`config.mk`:
```
export PLATFORM = sky130hd
export DESIGN_NAME = cmd_mailbox
export DESIGN_NICKNAME = d
export VERILOG_FILES = /design/src/rtl/cmd_mailbox_pkg.sv /design/src/rtl/mb_word_buffer.sv /design/src/rtl/mb_cmd_ctrl.sv /design/src/rtl/cmd_mailbox.sv
export SDC_FILE = /design/constraint.sdc
export NUM_CORES = 1
export LEC_CHECK = 0
export BUFFER_PORTS_ARGS = -buffer_cell sky130_fd_sc_hd__clkbuf_2
export CORE_MARGIN = 3
export CORE_UTILIZATION = 52
export CTS_CLUSTER_DIAMETER = 150
export CTS_CLUSTER_SIZE = 25
export DETAILED_ROUTE_END_ITERATION = 8
export HOLD_SLACK_MARGIN = 0.06
export MAX_ROUTING_LAYER = met4
export PLACE_DENSITY = 0.88
export SLEW_MARGIN = 40
export SYNTH_ARGS = -nofsm -noshare
export SYNTH_HDL_FRONTEND = slang
export SYNTH_SLANG_ARGS = --single-unit
```
`constraint.sdc`:
```
create_clock -name clk -period 3.22 [get_ports clk]
set_clock_uncertainty 0.05 [all_clocks]
set_input_delay 0 -clock clk [delete_from_list [all_inputs] [get_ports clk]]
set_output_delay 0 -clock clk [all_outputs]
set_load 0.05 [all_outputs]
```
`src/rtl/cmd_mailbox_pkg.sv`:
```
package cmd_mailbox_pkg;

    localparam int WIN_ADDR_W     = 8;
    localparam int WORD_W         = 32;
    localparam int CMD_WORD_ADDR  = 0;
    localparam int STAT_WORD_ADDR = 1;
    localparam int WBUF_WORD_BASE = 32;   // byte offset 0x80

    typedef struct packed {
        logic [7:0] rsvd_hi;
        logic [7:0] size;
        logic [3:0] sub_id;
        logic [2:0] rsvd_lo;
        logic       ioc;
        logic [7:0] opcode;
    } cmd_word_t;

    typedef enum logic [2:0] {
        RGN_CMD,
        RGN_STAT,
        RGN_WBUF,
        RGN_RBUF,
        RGN_NONE
    } region_t;

    function automatic region_t decode_region(input logic [WIN_ADDR_W-3:0] waddr,
                                              input int wb_words,
                                              input int rb_words);
        int w;
        w = int'(waddr);
        if (w == CMD_WORD_ADDR)
            return RGN_CMD;
        else if (w == STAT_WORD_ADDR)
            return RGN_STAT;
        else if (w >= WBUF_WORD_BASE && w < WBUF_WORD_BASE + wb_words)
            return RGN_WBUF;
        else if (w >= WBUF_WORD_BASE + wb_words &&
                 w < WBUF_WORD_BASE + wb_words + rb_words)
            return RGN_RBUF;
        return RGN_NONE;
    endfunction

    function automatic logic [WORD_W-1:0] make_status(input cmd_word_t  c,
                                                      input logic       busy,
                                                      input logic       err,
                                                      input logic [7:0] code,
                                                      input logic [7:0] init_id);
        return {8'h00, code, init_id, c.sub_id, 2'b00, err, busy};
    endfunction

endpackage

```
`src/rtl/mb_word_buffer.sv`:
```
module mb_word_buffer #(
    parameter int WORDS = 4,
    parameter int WIDTH = 32,
    localparam int IDX_W = (WORDS > 1) ? $clog2(WORDS) : 1
) (
    input  logic             clk,
    input  logic             rst,
    input  logic             wr_en,
    input  logic [IDX_W-1:0] wr_idx,
    input  logic [WIDTH-1:0] wr_data,
    input  logic [IDX_W-1:0] rd_idx,
    output logic [WIDTH-1:0] rd_data
);

    logic [WIDTH-1:0] mem [WORDS];

    for (genvar g = 0; g < WORDS; g++) begin : g_word
        always_ff @(posedge clk) begin
            if (rst)
                mem[g] <= '0;
            else if (wr_en && int'(wr_idx) == g)
                mem[g] <= wr_data;
        end
    end

    always_comb begin
        rd_data = '0;
        if (int'(rd_idx) < WORDS)
            rd_data = mem[rd_idx];
    end

endmodule

```
`src/rtl/mb_cmd_ctrl.sv`:
```
module mb_cmd_ctrl
    import cmd_mailbox_pkg::*;
#(
    parameter logic [7:0] INITIATOR_ID = 8'h5A
) (
    input  logic              clk,
    input  logic              rst,
    input  logic              cmd_wr,
    input  logic [WORD_W-1:0] cmd_wdata,
    input  logic              done,
    input  logic              done_err,
    input  logic [7:0]        done_code,
    output logic              busy,
    output logic              doorbell,
    output logic              irq,
    output cmd_word_t         cmd_q,
    output logic [WORD_W-1:0] status
);

    logic       err_q;
    logic [7:0] code_q;
    logic       accept;
    logic       finish;

    assign accept = cmd_wr && !busy;
    assign finish = done && busy;

    always_ff @(posedge clk) begin
        if (rst) begin
            busy     <= 1'b0;
            doorbell <= 1'b0;
            irq      <= 1'b0;
            cmd_q    <= '0;
            err_q    <= 1'b0;
            code_q   <= '0;
        end else begin
            doorbell <= accept;
            irq      <= finish && cmd_q.ioc;
            if (accept) begin
                cmd_q  <= cmd_word_t'(cmd_wdata);
                busy   <= 1'b1;
                err_q  <= 1'b0;
                code_q <= '0;
            end else if (finish) begin
                busy   <= 1'b0;
                err_q  <= done_err;
                code_q <= done_code;
            end
        end
    end

    assign status = make_status(cmd_q, busy, err_q, code_q, INITIATOR_ID);

endmodule

```
`src/rtl/cmd_mailbox.sv`:
```
module cmd_mailbox
    import cmd_mailbox_pkg::*;
#(
    parameter int         WBUF_WORDS   = 4,
    parameter int         RBUF_WORDS   = 4,
    parameter logic [7:0] INITIATOR_ID = 8'h5A,
    localparam int WB_IDX_W = (WBUF_WORDS > 1) ? $clog2(WBUF_WORDS) : 1,
    localparam int RB_IDX_W = (RBUF_WORDS > 1) ? $clog2(RBUF_WORDS) : 1
) (
    input  logic                  clk,
    input  logic                  rst,
    input  logic [WIN_ADDR_W-1:0] bus_addr,
    input  logic                  bus_we,
    input  logic [WORD_W-1:0]     bus_wdata,
    input  logic                  bus_rd_en,
    input  logic                  bus_rd_byte,
    output logic [WORD_W-1:0]     bus_rdata,
    output logic                  ctl_doorbell,
    output logic [WORD_W-1:0]     ctl_cmd,
    input  logic [WB_IDX_W-1:0]   ctl_wbuf_idx,
    output logic [WORD_W-1:0]     ctl_wbuf_data,
    input  logic                  ctl_rbuf_we,
    input  logic [RB_IDX_W-1:0]   ctl_rbuf_idx,
    input  logic [WORD_W-1:0]     ctl_rbuf_data,
    input  logic                  ctl_done,
    input  logic                  ctl_err,
    input  logic [7:0]            ctl_err_code,
    output logic                  irq_done
);

    localparam int RBUF_WORD_BASE = WBUF_WORD_BASE + WBUF_WORDS;

    logic [WIN_ADDR_W-3:0] word_addr;
    region_t               region;
    logic                  host_cmd_wr;
    logic                  host_wbuf_wr;
    logic [WB_IDX_W-1:0]   host_wb_idx;
    logic [RB_IDX_W-1:0]   host_rb_idx;
    logic [WORD_W-1:0]     rbuf_word;
    logic [WORD_W-1:0]     status_word;
    logic [WORD_W-1:0]     sel_word;
    logic [WORD_W-1:0]     lane_shift;
    logic [WORD_W-1:0]     rd_next;
    logic                  busy;
    cmd_word_t             cmd_q;

    assign word_addr    = bus_addr[WIN_ADDR_W-1:2];
    assign region       = decode_region(word_addr, WBUF_WORDS, RBUF_WORDS);
    assign host_cmd_wr  = bus_we && (region == RGN_CMD);
    assign host_wbuf_wr = bus_we && (region == RGN_WBUF);
    assign host_wb_idx  = WB_IDX_W'(int'(word_addr) - WBUF_WORD_BASE);
    assign host_rb_idx  = RB_IDX_W'(int'(word_addr) - RBUF_WORD_BASE);

    mb_cmd_ctrl #(
        .INITIATOR_ID(INITIATOR_ID)
    ) i_ctrl (
        .clk      (clk),
        .rst      (rst),
        .cmd_wr   (host_cmd_wr),
        .cmd_wdata(bus_wdata),
        .done     (ctl_done),
        .done_err (ctl_err),
        .done_code(ctl_err_code),
        .busy     (busy),
        .doorbell (ctl_doorbell),
        .irq      (irq_done),
        .cmd_q    (cmd_q),
        .status   (status_word)
    );

    assign ctl_cmd = WORD_W'(cmd_q);

    mb_word_buffer #(
        .WORDS(WBUF_WORDS),
        .WIDTH(WORD_W)
    ) i_wbuf (
        .clk    (clk),
        .rst    (rst),
        .wr_en  (host_wbuf_wr),
        .wr_idx (host_wb_idx),
        .wr_data(bus_wdata),
        .rd_idx (ctl_wbuf_idx),
        .rd_data(ctl_wbuf_data)
    );

    mb_word_buffer #(
        .WORDS(RBUF_WORDS),
        .WIDTH(WORD_W)
    ) i_rbuf (
        .clk    (clk),
        .rst    (rst),
        .wr_en  (ctl_rbuf_we),
        .wr_idx (ctl_rbuf_idx),
        .wr_data(ctl_rbuf_data),
        .rd_idx (host_rb_idx),
        .rd_data(rbuf_word)
    );

    always_comb begin
        unique case (region)
            RGN_STAT: sel_word = status_word;
            RGN_RBUF: sel_word = rbuf_word;
            default:  sel_word = '0;
        endcase
        lane_shift = sel_word >> {bus_addr[1:0], 3'b000};
        rd_next    = bus_rd_byte ? {24'h000000, lane_shift[7:0]} : sel_word;
    end

    always_ff @(posedge clk) begin
        if (rst)
            bus_rdata <= '0;
        else
            bus_rdata <= bus_rd_en ? rd_next : '0;
    end

endmodule

```
==> qor.txt <==
Run status: finished clean
Largest net degree at the start of global routing: 43
HP Start: bus_addr[6]
DR vias/cell: 5.92
Dpl hpwl: 21500 µm
DP Area: 15200 µm²
Crit path cell chain: dlygate4sd3_1 > clkbuf_2 > and4bb_4 > nand2_1 > a31oi_1 > dlygate4sd3_1 > o21ai_0 > dlygate4sd3_1 > a211oi_1 > dlygate4sd3_1
Slew margin rel.: 52.1%
MaxCap Viol Count: 0
DR DRC count: 0
Post-synthesis sequential area ratio: 66.3%
Peak VDD IR: 0.461 mV
CP most frequent cell: dlygate4sd3_1
Initial DRC Count: 995
Synth cell types: 45
Vias after detailed routing: 9075
RD Place Congestion: 0.875
TritonCTS clock tree: done
Top_reg_cell synth: edfxtp_1
H-Tree Depth: 1
# port buffers: 189
Flops & latches, synth: 332
Worst Setup Start Kind: primary input
Syn nets: 1006
FF/Latch Area: 9210 µm²
WL final: 35300 µm
Leakage: 0.00629 µW
Share of layout cells above drive strength 1: 26.5%
Area of the die: 28700 µm²
Final Max Slew Viols: 0
Max Root-Sink Buffers: 3
WP buf/inv: 5
Worst min path class: primary input to flip-flop
Final core occ: 64.0%
Top layer in use: met4
Num rows: 59
Antenna-violating nets left: 0
Critical Path Fanout Max: 11
Multi-input logic area: 4450 µm²
Cell Area, Synth: 13900 µm²
Die span in y: 169 µm
Met3 routed WL: 3120 µm
Worst slew pin tran: 0.717 ns
Drt pass-1 iters: 5
Ys Warns: 0
Final setup viols: 0
Final TNS setup: 0 ns
EDFF count, synth: 256
Drt wl/cell: 23.0 µm
Final nets: 1281
Die X: 169 µm
Crit Reg-Reg Startpoint: i_rbuf.mem[3][12]
Tcrit/Tclk final: 98.2%
Final hold violation count: 0
CP required: 3.63 ns
Vias in the first global route: 9390
Endpoint type of the worst setup path: flip-flop
Clk sinks: 332
Number of antenna diodes: 0
RSZ-0062 raised after global routing: no
Worst-path cell with the longest stage delay: dlygate4sd3_1
Antenna violations before repair: 0
Post-Syn Instances: 914
Met2 wire length: 17700 µm
Syn Area/Cell: 15.2 µm²
Clock Tree Root: clkbuf_16
Arrival time at the worst endpoint: 3.57 ns
Fillers: 1802
Starting Density: 53.1%
F_max: 0.316 GHz
Top delay family on crit path: buffers and inverters
CP Launch Point: bus_addr[5]
Worst skew pair latency: 0.51 ns
P&R area growth vs syn: 20.5%
Critical setup path kind: primary input to flip-flop
Slowest stage delay, CP: 0.59 ns
Fin area: 16700 µm²
Fin crit period: 3.16 ns
CTS Buf Count: 17
Core box area: 26100 µm²
Grt total ovfl: 0
Total GRT Usage: 25.1%
Worst-path clk slew: 0.10 ns
Async S/R FF share, synth: 0%
Wl on met1: 13300 µm
I/O pins: 190
Power Dens Cells: 486 nW/µm²
First-pass GRT wire length: 53800 µm
-- synthesized netlist by cell type, types with 2 or more instances --
cell type / count / area share [%]
and2_1: 259 / 12
edfxtp_1: 256 / 55
dfxtp_1: 76 / 11
mux4_2: 62 / 10
a22o_1: 38 / 2.4
clkbuf_1: 32 / 0.87
nand2_1: 27 / 0.73
a21oi_1: 18 / 0.65
nor2_1: 16 / 0.43
and3_1: 15 / 0.68
nand3_1: 14 / 0.50
buf_2: 13 / 0.47
o21ai_0: 10 / 0.36
a211oi_1: 7 / 0.38
a22oi_1: 7 / 0.38
a31oi_1: 7 / 0.32
buf_4: 7 / 0.38
a221oi_1: 6 / 0.38
a32o_1: 5 / 0.36
buf_6: 4 / 0.32
inv_1: 3 / 0.081
nand2b_1: 3 / 0.14
nor3_1: 3 / 0.11
a311o_1: 2 / 0.14
mux4_1: 2 / 0.38
nor3b_1: 2 / 0.11
o22ai_1: 2 / 0.090
-- placed cells by master, fill, tap and decap left out, types with 2 or more instances in the layout --
cell type,count
nand2_1,26
mux4_2,62
and3_1,15
inv_1,3
o21ai_2,4
nor3b_1,2
and2_1,259
a31oi_1,6
a22oi_1,7
clkbuf_16,17
nor3_2,3
o21ai_0,3
dfxtp_1,76
a211oi_1,7
edfxtp_1,256
mux4_1,2
a22o_1,38
a311o_1,2
clkbuf_2,188
a221oi_1,6
o21ai_4,3
buf_4,25
dlygate4sd3_1,98
a32o_1,5
nand2b_1,3
clkbuf_1,11
nand3_1,14
a21oi_1,18
nor2_1,15
o22ai_1,2
and4bb_2,2
nor2_2,2
-- logic make-up (layout without fill, tap and decap cells) --
| logic type | Yosys count | in the layout | synth area share, % |
|---|---|---|---|
| buffers and inverters | 64 | 347 | 2.48 |
| AOI/OAI and AO/OA | 106 | 106 | 5.68 |
| DFF | 332 | 332 | 66.3 |
| and+or+nand+nor | 348 | 350 | 15.1 |
| muxes | 64 | 64 | 10.4 |
-- worst reg2reg max path: cells and delay by family (launching register included) --
family	cells	cell delay (ns)
buf+inv	3	1.73
mux	1	0.47
flops	1	0.37
compound gates	3	0.25
simple gates	1	0.13
-- sequential cells by signal, indices dropped and copies added, names as in the netlist --
name and count:
i_rbuf.mem 128, i_wbuf.mem 128, bus_rdata 32, i_ctrl.cmd_q 32, i_ctrl.code_q 8, i_ctrl.busy 1, i_ctrl.doorbell 1, i_ctrl.err_q 1
i_ctrl.irq 1
-- report_power, final --
part           internal (µW)  leakage [µW]  switching (µW)  total [µW]
combinational            340       0.00297             560         900
clock                   1020      0.000232            1330        2350
sequential              4820       0.00309            63.9        4880
total                   6180       0.00629            1950        8130
-- cell type report --
cell class	count	area share, %
multi-input cells	520	26.6
inverters	4	0.0897
well taps	335	2.51
repair buffers	314	12.9
clock buffers	28	2.79
clock inverters	1	0.120
flip-flops and latches	332	55.0
-- through the flow --
stage	std cells	hold slack (ns)	power (µW)	setup WS, ns
6_report	1534	0.140	8130	0.0588
5_1_grt	1534	0.128	8370	0.00944
4_1_cts	1528	0.0618	8130	0.0479
3_5_place_dp	1402	0.215	5770	0.890
3_3_place_gp	1401	0.210	5730	1.04
2_1_floorplan	914	0.0658	5480	-0.0287
-- timing repair --
item / 4_1_cts / 5_1_grt
resized for setup: 0 / 2
hold endpoints to repair: 321 / 3
setup buffers: 0 / 3
hold buffers: 97 / 1
setup endpoints to repair: 0 / 1
-- worst paths after layout --
kind                   end  slack, ns  depth (start not counted)
max           bus_rdata[4]       0.06                         10
min          bus_rdata[12]       0.14                          4
max reg2reg   bus_rdata[4]       0.12                          8
min reg2reg     i_ctrl.irq       0.42                          2
-- metal layers --
metal	global-route usage [%]	vias up
li1	-	3955
met1	31.7	4513
met2	41.7	505
met3	4.45	102
met4	8.18	0
met5	-	-
No activity file was read; power rests on OpenSTA's default activity.
